==> src/rtl/fe_tx_pkg.sv <==
package fe_tx_pkg;

  typedef enum logic [1:0] {
    ST_LOCKED = 2'd0,
    ST_TXRUN  = 2'd1
  } seq_state_e;

  // Strobes from control to datapath
  typedef struct packed {
    logic start;  // accepted trigger, entering transmit
    logic stop;   // frame done while transmitting
    logic busy;   // currently in transmit-running state
  } seq_strobe_t;

endpackage

==> src/rtl/fe_tx_ctrl.sv <==
module fe_tx_ctrl
  import fe_tx_pkg::*;
(
  input  logic        clk,
  input  logic        rst,
  input  logic        trigIn,
  input  logic        frameDone,
  output seq_strobe_t strb,
  output seq_state_e  stateQ
);

  logic trigQ;
  logic trigRise;
  seq_state_e stateNext;

  assign trigRise = trigIn & ~trigQ;

  always_ff @(posedge clk) begin
    if (rst) trigQ <= 1'b0;
    else     trigQ <= trigIn;
  end

  always_comb begin
    stateNext  = stateQ;
    strb.start = 1'b0;
    strb.stop  = 1'b0;
    strb.busy  = (stateQ == ST_TXRUN);
    case (stateQ)
      ST_LOCKED: begin
        if (trigRise) begin
          strb.start = 1'b1;
          stateNext  = ST_TXRUN;
        end
      end
      ST_TXRUN: begin
        if (frameDone) begin
          strb.stop = 1'b1;
          stateNext = ST_LOCKED;
        end
      end
      default: stateNext = ST_LOCKED;
    endcase
  end

  always_ff @(posedge clk) begin
    if (rst) stateQ <= ST_LOCKED;
    else     stateQ <= stateNext;
  end

  // accepted rising edge moves to transmit
  p_rise_starts_r4: assert property (@(posedge clk) disable iff (rst)
    (stateQ == ST_LOCKED && trigIn && !trigQ) |=> (stateQ == ST_TXRUN));

  // transmit persists regardless of trigger activity
  p_busy_holds_r5: assert property (@(posedge clk) disable iff (rst)
    (stateQ == ST_TXRUN && !frameDone) |=> (stateQ == ST_TXRUN));

  // frame done returns to locked idle
  p_done_returns_r9: assert property (@(posedge clk) disable iff (rst)
    (stateQ == ST_TXRUN && frameDone) |=> (stateQ == ST_LOCKED));

  // idle without a rising edge stays idle
  p_idle_stays_r10: assert property (@(posedge clk) disable iff (rst)
    (stateQ == ST_LOCKED && !(trigIn && !trigQ)) |=> (stateQ == ST_LOCKED));

endmodule

==> src/rtl/fe_tx_datapath.sv <==
module fe_tx_datapath
  import fe_tx_pkg::*;
#(
  parameter int SETTLE_TICKS = 16,
  parameter int LEAD_STEP    = 2,
  parameter int SEL_W        = 2
) (
  input  logic              clk,
  input  logic              rst,
  input  seq_strobe_t       strb,
  input  logic              usTick,
  input  logic              feEnable,
  input  logic [SEL_W-1:0]  bufLeadSel,
  input  logic [SEL_W-1:0]  paLeadSel,
  output logic              pinTx,
  output logic              pinRx,
  output logic              paBufEn,
  output logic              paEn,
  output logic              modStart
);

  localparam int CNT_W = $clog2(SETTLE_TICKS + 1);
  localparam int THR_W = CNT_W + 1;
  localparam logic [CNT_W-1:0] CNT_LAST = CNT_W'(SETTLE_TICKS - 1);
  localparam logic [CNT_W-1:0] CNT_FULL = CNT_W'(SETTLE_TICKS);

  logic [CNT_W-1:0] tickCnt;
  logic [THR_W-1:0] bufThr;
  logic [THR_W-1:0] paThr;
  logic             active;

  // Settling tick counter, cleared outside transmit
  always_ff @(posedge clk) begin
    if (rst || strb.start || strb.stop || !strb.busy)
      tickCnt <= '0;
    else if (usTick && tickCnt != CNT_FULL)
      tickCnt <= tickCnt + 1'b1;
  end

  // One-clock strobe at expiry of the settling count
  always_ff @(posedge clk) begin
    if (rst) modStart <= 1'b0;
    else     modStart <= strb.busy && !strb.stop && usTick && (tickCnt == CNT_LAST);
  end

  always_comb begin
    bufThr = THR_W'(SETTLE_TICKS) - THR_W'(LEAD_STEP) * THR_W'(bufLeadSel);
    paThr  = THR_W'(SETTLE_TICKS) - THR_W'(LEAD_STEP) * (THR_W'(paLeadSel) + 1'b1);
  end

  assign active  = strb.busy && !strb.stop;
  assign paBufEn = active && ({1'b0, tickCnt} >= bufThr);
  assign paEn    = active && ({1'b0, tickCnt} >= paThr);

  // Complementary indicator pair, both low when disabled
  assign pinTx = feEnable &  strb.busy;
  assign pinRx = feEnable & ~strb.busy;

  // strobe lasts one clock
  p_mod_single_r6: assert property (@(posedge clk) disable iff (rst)
    modStart |=> !modStart);

  // strobe only at a full count
  p_mod_full_r6: assert property (@(posedge clk) disable iff (rst)
    modStart |-> (tickCnt == CNT_FULL));

  // stop drops both amplifier enables in the same cycle
  p_stop_drops_r9: assert property (@(posedge clk) disable iff (rst)
    strb.stop |-> (!paEn && !paBufEn));

  // PA never on outside a transmission
  p_pa_busy_r8: assert property (@(posedge clk) disable iff (rst)
    paEn |-> strb.busy);

endmodule

==> src/rtl/fe_tx_sequencer.sv <==
module fe_tx_sequencer
  import fe_tx_pkg::*;
#(
  parameter int SETTLE_TICKS = 16,
  parameter int LEAD_STEP    = 2,
  parameter int SEL_W        = 2
) (
  input  logic             clk,
  input  logic             rst,
  input  logic             feEnable,
  input  logic             trigIn,
  input  logic             usTick,
  input  logic             frameDone,
  input  logic [SEL_W-1:0] bufLeadSel,
  input  logic [SEL_W-1:0] paLeadSel,
  output logic             frontTxPin,
  output logic             frontRxPin,
  output logic             paBufEn,
  output logic             paEn,
  output logic             modStart,
  output logic [1:0]       stateCode
);

  seq_strobe_t strb;
  seq_state_e  stateQ;

  fe_tx_ctrl u_ctrl (
    .clk       (clk),
    .rst       (rst),
    .trigIn    (trigIn),
    .frameDone (frameDone),
    .strb      (strb),
    .stateQ    (stateQ)
  );

  fe_tx_datapath #(
    .SETTLE_TICKS (SETTLE_TICKS),
    .LEAD_STEP    (LEAD_STEP),
    .SEL_W        (SEL_W)
  ) u_dp (
    .clk        (clk),
    .rst        (rst),
    .strb       (strb),
    .usTick     (usTick),
    .feEnable   (feEnable),
    .bufLeadSel (bufLeadSel),
    .paLeadSel  (paLeadSel),
    .pinTx      (frontTxPin),
    .pinRx      (frontRxPin),
    .paBufEn    (paBufEn),
    .paEn       (paEn),
    .modStart   (modStart)
  );

  assign stateCode = stateQ;

endmodule

==> config.mk <==
export PLATFORM = sky130hd
export DESIGN_NAME = fe_tx_sequencer
export DESIGN_NICKNAME = d
export VERILOG_FILES = /design/src/rtl/fe_tx_pkg.sv /design/src/rtl/fe_tx_ctrl.sv /design/src/rtl/fe_tx_datapath.sv /design/src/rtl/fe_tx_sequencer.sv
export SDC_FILE = /design/constraint.sdc
export NUM_CORES = 1
export LEC_CHECK = 0
export BUFFER_PORTS_ARGS = -buffer_cell sky130_fd_sc_hd__buf_2
export CORE_MARGIN = 1.5
export CORE_UTILIZATION = 45
export CTS_CLUSTER_DIAMETER = 80
export DETAILED_ROUTE_END_ITERATION = 8
export PLACE_DENSITY = 0.73
export SLEW_MARGIN = 0
export SYNTH_ARGS = -nofsm -noshare
export SYNTH_HDL_FRONTEND = slang
export SYNTH_HIERARCHICAL = 1
export SYNTH_SLANG_ARGS = --single-unit
==> constraint.sdc <==
create_clock -name clk -period 1.5 [get_ports clk]
set_clock_uncertainty 0.2 [all_clocks]
set_input_delay 0.15 -clock clk [delete_from_list [all_inputs] [get_ports clk]]
set_output_delay 0.15 -clock clk [all_outputs]
set_load 0.1 [all_outputs]
---- After elaboration in Yosys (flattened, before gate mapping) ----
Cells that the tools add are included.
word-level totals
  register bits after elaboration ......... 9
  output and inout bits ................... 7
  input bits .............................. 10
  word-level logic and storage cells ...... 40
operators by class
  reduce and logical (&&, ||, !) cells .... 13
  mux-type cells .......................... 7
  magnitude comparators ................... 2
  bitwise gates (word level) .............. 5
  eq/ne operators ......................... 5
  $add $sub $neg .......................... 4
operator list
  kind                 number
  $ge 5x6->1           2
  $logic_and 1x1->1    6
  $sub 5x3->6 const A  1
  $sub 5x6->6 const A  1
  $add 5x1->5 const B  1
  $eq 5x4->1 const B   1
  $ne 5x5->1 const B   1
  $mux 1               4
  $mux 2               2
  $pmux 2 s2           1
  $add 2x1->3 const B  1
  $and 1x1->1          3
  $logic_or 1x1->1     3
  $eq 2x1->1 const B   1
  $logic_not 1->1      2
  $logic_not 2->1      1
  $ne 2x1->1 const B   1
  $ne 2x2->1 const B   1
  $not 1->1            2
  $reduce_and 2->1     1

---- Longest topological paths before layout ----
Gate-level depths: netlist of the first run.
  depth in word-level cells ............... 7
  mapped depth ............................ 7
  gate-level depth less buffers ........... 7

---- Modules after synthesis ----
The synthesis of the first run kept the hierarchy.
by module, submodules not included
  module          sequential area each (µm²)  area each (µm²)  cells an instance  instances
  fe_tx_datapath  120.1                       536.8            65                 1
  fe_tx_ctrl      40.0                        103.8            10                 1

---- Least setup slack after synthesis of the first run ----
OpenSTA, ideal clock, no wires.
  kind .................................... register to output
  start point ............................. register u_ctrl.stateQ[0]
  end point ............................... output port paBufEn
  path buffers ............................ 1
  cell stages (with the launch flop) ...... 5
  data arrival time ....................... 2.965 ns
  setup slack ............................. -1.815 ns
  required time ........................... 1.150 ns
  cells stage by stage .................... dfxtp_1 buf_4 nor2b_1 o21ai_0 a21oi_1
RTL lines
  element                   line                   RTL
  start: declaration        fe_tx_ctrl.sv:9        output seq_state_e stateQ
  start signal: assignment  fe_tx_ctrl.sv:47       else stateQ <= stateNext;
  end: declaration          fe_tx_sequencer.sv:18  output logic paBufEn,

---- Worst setup path after layout of the first run ----
  start point ............................. register u_dp.tickCnt[1]
  end point ............................... output port paBufEn
between the ends
  word-level cells in the longest chain between the ends .. 2
RTL lines
  element                   line                  RTL
  start: declaration        fe_tx_datapath.sv:27  logic [CNT_W-1:0] tickCnt;
  start signal: assignment  fe_tx_datapath.sv:37  tickCnt <= tickCnt + 1'b1;
  $ge 5x6->1                fe_tx_datapath.sv:52  assign paBufEn = active && ({1'b0, tickCnt} >= bufThr);
  $logic_and 1x1->1         fe_tx_datapath.sv:52
Every way passes these cells.

==> flow_summary_export.csv, run 1 <==
group,metric,value,unit
run_status,status,"finished, violations left",
run_status,violations,"setup timing",
synthesis,synth_edf_count,0,
finish,nets,127,
floorplanning,dieArea,1659,µm²
detailed_routing,ant_nets,0,
sta,finalHoldViolCount,0,
worst_setup_path,path_buf_inv,2,
clock_network,cts_buffer_depth,2,
worst_setup_path,rr_startpoint,"u_dp/tickCnt[0]$_SDFFE_PP0P_",
detailed_routing,drtPass1Iterations,4,
clock_network,root_buffer,"clkbuf_4",
grt,grt_overflow_total,0,
sta,fin_setup_tns,-0.7550,ns
synthesis,ys_seq_area_share,25.00,%
synthesis,yosys_warnings,6,
clock_network,htree_num_levels,1,
detailed_routing,dr_total_vias,634,
sta,slew_viol_final,0,
floorplanning,fp.dieH,40.73,µm
grt,antenna_found_initial,0,
synthesis,yosysMostFrequentCell,"ha_1",
floorplanning,start_util,48.62,%
finish,fillers,79,
sta,rsz0062_at_grt,"true",
synthesis,yosysTopAreaCell,"dfxtp_1",
detailed_routing,drt-initial-drc-count,7,
finish,antennaDiodeCount,0,
min_path,holdPathEnd,"u_ctrl/stateQ[0]$_SDFFE_PP0P_",
synthesis,netlist_instances,75,
grt,grt_pass1_wl,2304,µm
worst_setup_path,crit_chain,"inv_4 > ha_4 > nor2b_4 > o221ai_4 > a21oi_4 > buf_12",
worst_setup_path,cpLargestDelayFamily,"flip-flops",
worst_setup_path,cp.arrival,1.51,ns
worst_setup_path,r2r-end,"u_dp/tickCnt[1]$_SDFFE_PP0P_",
sta,timing.fmax,538.8,MHz
synthesis,synthTopCellsByArea,"dfxtp_1 25%, ha_1 23%, inv_1 5.3%, nor2b_1 4.9%, nand2_1 3.5%",
synthesis,ys_ff_latch,8,
grt,grt_max_degree,8,
grt,grt_use_total,21.58,%
synthesis,synthArstFlopShare,0,%
clock_network,cts_setup_buffers,0,
synthesis,synth_cell_type_count,27,
min_path,holdPathStages,3,
floorplanning,core,1318,µm²
synthesis,synth_common_cells,"12 x ha_1, 9 x inv_1, 8 x dfxtp_1",
clock_network,clkLatencyLatePin,0.25,ns
placed_design,detailed_place_hpwl,1155,µm
sta,final-setup-viol-count,4,
floorplanning,ios,17,
job,cap_viol_max_count,0,
power_and_ir_drop,p_per_area,546.4,nW/µm²
finish,seqCellArea,170.2,µm²
sta,fin_crit_sh,123.7,%
power_and_ir_drop,ir_drop,0.6295,mV
detailed_routing,wl_per_cell,12.49,µm
finish,multi_input_area,576.8,µm²
floorplanning,die_w,40.73,µm
placed_design,gp_congestion,0.7571,
detailed_routing,viasPerCell,5.328,
worst_setup_path,slowest_delay,0.35,ns
sta,fin_ws,-0.3559,ns
worst_setup_path,cp.required,1.15,ns
grt,grt_pass1_vias,604,
clock_network,cts_buffers,3,
min_path,hp-start,"frameDone",
worst_setup_path,start_kind,"register",
clock_network,clk_pin_slew_worst_paths,0.05,ns
synthesis,synthesis.area,640.6,µm²
finish,syn2layout_area_growth,70.51,%
worst_setup_path,end_kind,"output port",
placed_design,io_buffers,15,
synthesis,syn_nets,97,
clock_network,cts_tree,"yes",
synthesis,yosysTopAreaCellShare,25.00,%
detailed_routing,remaining_drc_errors,0,
worst_setup_path,regToRegSetupSlack,-0.03,ns
floorplanning,rows,13,
clock_network,clock-sinks,8,
power_and_ir_drop,cellLeakagePower,0.4795,nW
min_path,hold_path_class,"in -> reg",
sta,fin_hold_ws,0.02944,ns
worst_setup_path,rr_worst_depth,5,
worst_setup_path,path_max_fanout,3,
detailed_routing,wirelength,1486,µm
worst_setup_path,worstSetupPathType,"reg -> out",
worst_setup_path,slowest_stage,"dfxtp_2",
finish,drive_above_1_share,55.77,%
synthesis,ys.flop_type,"dfxtp_1",
synthesis,synth_area_per_cell,8.542,µm²
sta,min_period,1.856,ns
## worst reg2reg max path: cells and delay by family (launching register included)
| kind | cells | cell delay, ns |
|---|---|---|
| AOI/OAI and AO/OA | 1 | 0.44 |
| DFF | 1 | 0.36 |
| adders and majority gates | 1 | 0.17 |
| muxes | 1 | 0.15 |
| buffers and inverters | 2 | 0.11 |
## through the flow
| step | power (mW) | setup slack, ns | cell area (µm²) | instances | utilization (%) |
|---|---|---|---|---|---|
| detailed placement | 0.4108 | -0.2255 | 975.9 | 112 | 74.07 |
| finish | 0.5968 | -0.3559 | 1092 | 119 | 82.91 |
| global placement | 0.4065 | -0.1872 | 975.9 | 112 | 74.07 |
| global route | 0.6284 | -0.4377 | 1092 | 119 | 82.91 |
| floorplan | 0.3560 | -0.3099 | 745.7 | 75 | - |
| CTS | 0.6012 | -0.3741 | 1066 | 119 | 80.91 |
## area by class of cell
type	count	share of cell area, %
Timing Repair Buffer	27	23.83
Sequential cell	8	15.58
Clock buffer	4	2.405
Inverter	10	3.666
Multi-Input combinational cell	55	52.81
Tap cell	15	1.718
## state kept, by name (all words and copies together) (netlist names)
register	flops
u_ctrl/stateQ	1
u_ctrl/trigQ	1
u_dp/modStart	1
u_dp/tickCnt	5
## logic make-up (layout without fill, tap and decap cells)
logic type	Yosys count	after routing	synth area share [%]
buffers and inverters	12	41	8.202
other	3	3	1.758
AO/OA/AOI/OAI	12	12	13.48
adder cells (fa/ha/maj)	12	12	23.44
multiplexers	2	2	3.125
XOR/XNOR	1	1	1.367
flip-flops	8	8	25.00
AND/OR/NAND/NOR	25	25	23.63
## placed cells by master (no fill, tap or decap), types with 4 or more instances in the layout
cell / synthesis / layout
nand2_1: 6 / 6
buf_12: 0 / 6
buf_2: 0 / 10
inv_2: 1 / 4
buf_4: 2 / 8
ha_1: 12 / 7
inv_1: 9 / 5
dfxtp_1: 8 / 4
## repair_timing
action	in CTS	in global routing
setup endpoints to repair	5	7
resized for setup	6	7
hold buffers	3	0
pin swaps	3	1
hold endpoints to repair	2	0
## metal layers
layer	GRT usage [%]	vias to the layer above	wire length, µm
met3	7.609	6	77
met2	40.08	27	768
met1	20.66	292	605
li1	-	309	-
met4	10.83	0	36
met5	0	-	0
## worst max-delay path by stage
stage | cells past startpoint | endpoint | start | slack (ns)
4_1_cts | 6 | paBufEn | u_dp/tickCnt[1]$_SDFFE_PP0P_ | -0.37
6_report | 6 | paBufEn | u_dp/tickCnt[1]$_SDFFE_PP0P_ | -0.36
3_5_place_dp | 9 | paBufEn | bufLeadSel[0] | -0.23
2_1_floorplan | 5 | paBufEn | u_dp/tickCnt[1]$_SDFFE_PP0P_ | -0.31
5_1_grt | 6 | paBufEn | u_dp/tickCnt[1]$_SDFFE_PP0P_ | -0.44
3_3_place_gp | 9 | paBufEn | bufLeadSel[0] | -0.19
## power by group
group / total, mW / switching (mW) / leakage (nW) / internal, mW
Combinational: 0.204 / 0.117 / 0.397 / 0.0879
Clock: 0.173 / 0.0714 / 0.0150 / 0.102
Sequential: 0.219 / 0.00389 / 0.0674 / 0.215
Total: 0.597 / 0.192 / 0.480 / 0.405
(Power assumes the default switching activity.)
==> run 2, diff against run 1 <==
--- a/config.mk
+++ b/config.mk
@@ -6,11 +6,13 @@
 export NUM_CORES = 1
 export LEC_CHECK = 0
 export BUFFER_PORTS_ARGS = -buffer_cell sky130_fd_sc_hd__buf_2
+export CELL_PAD_IN_SITES_DETAIL_PLACEMENT = 1
+export CELL_PAD_IN_SITES_GLOBAL_PLACEMENT = 2
 export CORE_MARGIN = 1.5
-export CORE_UTILIZATION = 45
+export CORE_UTILIZATION = 26
 export CTS_CLUSTER_DIAMETER = 80
 export DETAILED_ROUTE_END_ITERATION = 8
-export PLACE_DENSITY = 0.73
+export PLACE_DENSITY_LB_ADDON = 0.1
 export SLEW_MARGIN = 0
 export SYNTH_ARGS = -nofsm -noshare
 export SYNTH_HDL_FRONTEND = slang
==> run 2 against run 1 <==
Compared with the run above: largest cell class unchanged; final area is 0.34% higher; clock power is 6% higher; the flow still finishes with violations (setup timing); setup slack better by 0.0088 ns.
==> flow_summary_export.csv, run 2 (same netlist as run 1, synthesis figures left out) <==
group,metric,value,unit
finish,nets,131,
min_path,hold_path_class,"in -> reg",
power_and_ir_drop,totalPowerFinal,0.6073,mW
clock_network,root_buffer,"clkbuf_4",
power_and_ir_drop,switchingPower,0.1987,mW
placed_design,io_buffers,15,
power_and_ir_drop,ir_drop,0.4783,mV
grt,grt_pass1_wl,2842,µm
sta,slew_viol_final,0,
power_and_ir_drop,cellLeakagePower,0.4961,nW
placed_design,dp_cells,127,
grt,grt_pass1_vias,650,
grt,grt_overflow_total,0,
sta,fin_crit_sh,123.1,%
finish,fin_util,48.16,%
power_and_ir_drop,power_frac_seq,36.1,%
placed_design,placed_cell_area,994.7,µm²
finish,fin_area,1096,µm²
placed_design,dp_slack,-0.2227,ns
grt,grt_use_total,14.56,%
finish,mostFrequentLayoutCells,"12 x buf_4, 10 x buf_2, 9 x ha_1",
sta,fin_setup_tns,-0.7275,ns
worst_setup_path,end_kind,"output port",
detailed_routing,ant_nets,0,
worst_setup_path,start_kind,"register",
grt,grt_max_degree,8,
finish,fin_cells,136,
floorplanning,ios,17,
power_and_ir_drop,p_int,0.4086,mW
sta,final-setup-viol-count,5,
floorplanning,start_util,28.15,%
clock_network,cts_tree,"yes",
run_status,violations,"setup timing",
detailed_routing,drt-initial-drc-count,8,
finish,top_register,"u_dp/tickCnt",
sta,min_period,1.847,ns
detailed_routing,wl_per_cell,12.29,µm
run_status,status,"finished, violations left",
sta,rsz0062_at_grt,"true",
sta,timing.fmax,541.4,MHz
worst_setup_path,cp.required,1.15,ns
worst_setup_path,cp.arrival,1.50,ns
finish,antennaDiodeCount,0,
job,cap_viol_max_count,0,
detailed_routing,dr_total_vias,619,
floorplanning,dieArea,2770,µm²
detailed_routing,remaining_drc_errors,0,
worst_setup_path,worstSetupPathType,"reg -> out",
detailed_routing,viasPerCell,4.551,
sta,fin_hold_ws,0.1431,ns
grt,antenna_found_initial,0,
placed_design,gp_congestion,0.7150,
sta,finalHoldViolCount,0,
floorplanning,die_w,52.64,µm
clock_network,cts_buffers,3,
sta,fin_ws,-0.3471,ns
power_and_ir_drop,p_per_area,554.1,nW/µm²
detailed_routing,wirelength,1672,µm
finish,largest_register_ffs,5,
finish,final_common_cell,"buf_4",
clock_network,clk_pin_slew_worst_paths,0.06,ns
finish,syn2layout_area_growth,71.09,%
worst_setup_path,path_max_fanout,3,
clock_network,clock-sinks,8,
detailed_routing,drtPass1Iterations,2,
clock_network,clkLatencyLatePin,0.26,ns
clock_network,htree_num_levels,1,
clock_network,cts_buffer_depth,2,
floorplanning,rows,17,
floorplanning,fp.dieH,52.64,µm
placed_design,detailed_place_hpwl,1360,µm
floorplanning,core,2276,µm²
finish,fillers,258,
power_and_ir_drop,netSwitchingFraction,32.72,%
power_and_ir_drop,combinationalPowerShare,33.6,%
finish,drive_above_1_share,52.78,%
power_and_ir_drop,clock_power_share,30.2,%
-- run 2: cell type report --
cell class	instances	area (µm²)	share of cell area, %
clock buffer	4	26.28	2.397
inverter	10	37.54	3.425
multi-input combinational	55	549.3	50.11
sequential	8	167.7	15.30
tap	28	35.03	3.196
timing repair buffer	31	280.3	25.57
-- run 2: power by group through the flow --
| stage | sequential [mW] | clock (mW) | combinational (mW) |
|---|---|---|---|
| 5_1_grt | 0.220 | 0.208 | 0.218 |
| 3_3_place_gp | 0.224 | 0 | 0.187 |
| 4_1_cts | 0.219 | 0.195 | 0.202 |
| 3_5_place_dp | 0.224 | 0 | 0.190 |
| 2_1_floorplan | 0.240 | 0 | 0.116 |
| 6_report | 0.220 | 0.184 | 0.204 |
-- run 2: routing by layer --
metal | global-route usage [%] | part of all wire, %
met5 | 0 | 0
met3 | 5.143 | 3.5
met1 | 14.41 | 40
met2 | 28.13 | 57
met4 | 3.846 | 0
-- run 2: critical path, cell delays in order, from the launching register on --
cell	delay (ns)
dfxtp_2	0.33
inv_2	0.05
ha_1	0.26
nor2b_4	0.15
o221ai_4	0.11
a21oi_4	0.15
buf_12	0.18
-- run 2: path summary, 6_finish.rpt --
path         depth (start not counted)  slack, ns                       endpoint                         start
max reg2reg                          6      -0.01   u_dp/tickCnt[0]$_SDFFE_PP0P_  u_dp/tickCnt[1]$_SDFFE_PP0P_
min reg2reg                          2       0.37  u_ctrl/stateQ[0]$_SDFFE_PP0P_       u_ctrl/trigQ$_SDFF_PP0_
min                                  3       0.14  u_ctrl/stateQ[0]$_SDFFE_PP0P_                        trigIn
max                                  6      -0.35                        paBufEn  u_dp/tickCnt[1]$_SDFFE_PP0P_
-- run 2: repair_timing --
action,4_1_cts,5_1_grt
pin swaps,7,3
endpoints found under the setup margin,6,8
resized for setup,4,4
setup buffers,1,1
hold buffers,4,0
hold endpoints to repair,3,0
==> run 3, diff against run 2 <==
--- a/config.mk
+++ b/config.mk
@@ -5,14 +5,15 @@
 export SDC_FILE = /design/constraint.sdc
 export NUM_CORES = 1
 export LEC_CHECK = 0
+export ABC_AREA = 1
 export BUFFER_PORTS_ARGS = -buffer_cell sky130_fd_sc_hd__buf_2
 export CELL_PAD_IN_SITES_DETAIL_PLACEMENT = 1
 export CELL_PAD_IN_SITES_GLOBAL_PLACEMENT = 2
 export CORE_MARGIN = 1.5
-export CORE_UTILIZATION = 26
+export CORE_UTILIZATION = 24
 export CTS_CLUSTER_DIAMETER = 80
 export DETAILED_ROUTE_END_ITERATION = 8
-export PLACE_DENSITY_LB_ADDON = 0.1
+export PLACE_DENSITY = 0.81
 export SLEW_MARGIN = 0
 export SYNTH_ARGS = -nofsm -noshare
 export SYNTH_HDL_FRONTEND = slang
==> run 3 against run 2 <==
Compared with the run above: the run still ends with setup timing left; non-clock buffer count shrank 6; register-to-register slack gained 0.02 ns; sequential cell count is the same; fmax grew 0.16%; synthesized cell count grew 44%; routed wire length grew 16%; global-route usage shrank 1.7 points; largest cell class unchanged.
==> flow_summary_export.csv, run 3 <==
group,metric,value,unit
worst_setup_path,rr_worst_depth,8,
min_path,hold_path_class,"in -> reg",
synthesis,yosys_warnings,6,
job,cap_viol_max_count,0,
synthesis,synth_area_per_cell,6.580,µm²
min_path,hp-start,"usTick",
worst_setup_path,end_kind,"output port",
placed_design,detailed_place_hpwl,1448,µm
power_and_ir_drop,switchingPower,0.2354,mW
synthesis,netlist_instances,108,
finish,fin_area,1184,µm²
synthesis,synthTopCellsByArea,"dfxtp_1 23%, ha_1 21%, inv_1 14%, nand2_1 13%, nor2_1 6.3%",
sta,final-setup-viol-count,2,
sta,slew_viol_final,0,
floorplanning,ios,17,
detailed_routing,dr_total_vias,741,
sta,min_period,1.844,ns
grt,grt_overflow_total,0,
detailed_routing,drtPass1Iterations,4,
synthesis,ys_ff_latch,8,
synthesis,synthesis.area,710.7,µm²
power_and_ir_drop,combinationalPowerShare,38.0,%
finish,top_register,"u_dp/tickCnt",
finish,mostFrequentLayoutCells,"19 x inv_1, 15 x nand2_1, 10 x nand2_2",
power_and_ir_drop,cellLeakagePower,0.5373,nW
synthesis,synth_edf_count,0,
detailed_routing,remaining_drc_errors,0,
sta,fin_ws,-0.3441,ns
floorplanning,core,2781,µm²
clock_network,clock-sinks,8,
detailed_routing,viasPerCell,4.491,
sta,finalHoldViolCount,0,
synthesis,ys_seq_area_share,22.54,%
detailed_routing,wl_per_cell,11.74,µm
worst_setup_path,cp.required,1.15,ns
floorplanning,dieArea,3296,µm²
grt,grt_pass1_vias,761,
sta,rsz0062_at_grt,"true",
floorplanning,fp.dieH,57.42,µm
clock_network,cts_buffers,3,
synthesis,ys.flop_type,"dfxtp_1",
finish,fillers,351,
finish,largest_register_ffs,5,
finish,syn2layout_area_growth,66.55,%
run_status,violations,"setup timing",
synthesis,synth_cell_type_count,20,
min_path,holdPathEnd,"u_dp/modStart$_SDFF_PP0_",
floorplanning,start_util,25.55,%
detailed_routing,wirelength,1937,µm
clock_network,htree_num_levels,1,
placed_design,gp_congestion,0.8009,
power_and_ir_drop,netSwitchingFraction,36.56,%
floorplanning,die_w,57.42,µm
power_and_ir_drop,clock_power_share,28.0,%
power_and_ir_drop,p_int,0.4085,mW
synthesis,yosysMostFrequentCell,"inv_1",
grt,grt_use_total,12.86,%
finish,final_common_cell,"inv_1",
detailed_routing,ant_nets,0,
placed_design,io_buffers,15,
finish,drive_above_1_share,51.49,%
clock_network,cts_buffer_depth,2,
synthesis,synthArstFlopShare,0,%
worst_setup_path,path_max_fanout,3,
worst_setup_path,start_kind,"register",
worst_setup_path,worstSetupPathType,"reg -> out",
worst_setup_path,cp.arrival,1.49,ns
clock_network,clk_pin_slew_worst_paths,0.06,ns
synthesis,yosysTopAreaCell,"dfxtp_1",
synthesis,yosysTopAreaCellShare,22.54,%
grt,grt_pass1_wl,3201,µm
placed_design,placed_cell_area,958.4,µm²
worst_setup_path,regToRegSetupSlack,0.01,ns
power_and_ir_drop,ir_drop,0.2765,mV
grt,antenna_found_initial,0,
power_and_ir_drop,power_frac_seq,34.0,%
sta,timing.fmax,542.3,MHz
floorplanning,rows,19,
run_status,status,"finished, violations left",
detailed_routing,drt-initial-drc-count,7,
clock_network,cts_tree,"yes",
worst_setup_path,r2r-end,"u_dp/tickCnt[4]$_SDFFE_PP0P_",
clock_network,root_buffer,"clkbuf_4",
finish,nets,157,
min_path,holdPathStages,3,
sta,fin_crit_sh,122.9,%
power_and_ir_drop,p_per_area,544.0,nW/µm²
finish,antennaDiodeCount,0,
clock_network,clkLatencyLatePin,0.26,ns
synthesis,synth_common_cells,"26 x inv_1, 24 x nand2_1, 12 x ha_1, 12 x nor2_1, 8 x dfxtp_1",
grt,grt_max_degree,11,
worst_setup_path,rr_startpoint,"u_dp/tickCnt[1]$_SDFFE_PP0P_",
sta,fin_setup_tns,-0.6669,ns
synthesis,syn_nets,130,
==> run 3: changes by cell type after synthesis, moves of 3 or more <==
cell / previous run / this run
nand2_1: 6 / 24
nor2b_1: 5 / 0
inv_1: 9 / 26
o21ai_0: 3 / 0
nor2_1: 3 / 12
nand3_1: 1 / 6
==> run 3: worst max-delay path, stage by stage (launching register included) <==
cell	delay (ns)
dfxtp_4	0.36
ha_4	0.28
nand2_2	0.05
nor2_2	0.09
nand2_2	0.06
nand3_2	0.08
nand2_2	0.07
clkinvlp_4	0.08
buf_12	0.16
==> run 3: power by group through the flow <==
stage	clock, mW	sequential (mW)	combinational [mW]
2_1_floorplan	0	0.244	0.129
3_3_place_gp	0	0.231	0.193
3_5_place_dp	0	0.231	0.200
4_1_cts	0.198	0.224	0.225
5_1_grt	0.204	0.220	0.264
6_report	0.181	0.219	0.244
==> run 3: repair_timing <==
action | CTS | global route
setup endpoints to repair | 5 | 8
pin swaps | 9 | 14
hold buffers | 4 | 0
buffers inserted | 1 | 1
hold endpoints to repair | 3 | 0
resized for setup | 20 | 17
==> run 3: final cells by class <==
class | instances | area (µm²) | share of cell area [%]
inverter | 26 | 120.1 | 10.15
multi-input combinational | 71 | 588.1 | 49.68
timing repair buffer | 25 | 232.7 | 19.66
sequential | 8 | 177.7 | 15.01
tap | 31 | 38.79 | 3.277
clock buffer | 4 | 26.28 | 2.220
==> run 3: through the flow <==
stage / power, mW / utilization [%] / std cells / hold slack (ns) / setup slack [ns]
finish: 0.6440 / 42.56 / 165 / 0.02648 / -0.3441
global route: 0.6879 / 42.56 / 165 / 0.03394 / -0.4202
CTS: 0.6468 / 41.03 / 166 / 0.001862 / -0.3527
detailed placement: 0.4306 / 34.46 / 157 / 0.1808 / -0.3210
global placement: 0.4234 / 34.46 / 157 / 0.1714 / -0.2872
floorplan: 0.3731 / - / 108 / 0.02118 / -0.2375
==> run 3: metal layers <==
layer  up-vias  GRT usage (%)  part of all wire (%)
li1        379              -                     -
met1       351          13.91                    39
met2         7          23.70                    57
met3         4          1.587                   1.5
met4         0          7.309                   2.3
met5         -              0                     0
==> run 3: how the worst max path moves through the flow <==
stage / start / end / slack [ns]
finish: u_dp/tickCnt[4]$_SDFFE_PP0P_ / paBufEn / -0.34
global route: u_dp/tickCnt[1]$_SDFFE_PP0P_ / paBufEn / -0.42
CTS: u_dp/tickCnt[4]$_SDFFE_PP0P_ / paEn / -0.35
global placement: bufLeadSel[0] / paBufEn / -0.29
floorplan: bufLeadSel[0] / paBufEn / -0.24
detailed placement: bufLeadSel[0] / paBufEn / -0.32
==> run 3: cell families (layout without fill, tap and decap cells) <==
| group | after synthesis | in the layout | synth area share, % |
|---|---|---|---|
| AND/OR/NAND/NOR | 49 | 49 | 30.81 |
| buffers and inverters | 29 | 55 | 17.43 |
| adder cells (fa/ha/maj) | 12 | 12 | 21.13 |
| flip-flops | 8 | 8 | 22.53 |
| AO/OA/AOI/OAI | 6 | 6 | 5.282 |
| other | 3 | 3 | 1.584 |
| XOR/XNOR | 1 | 1 | 1.233 |
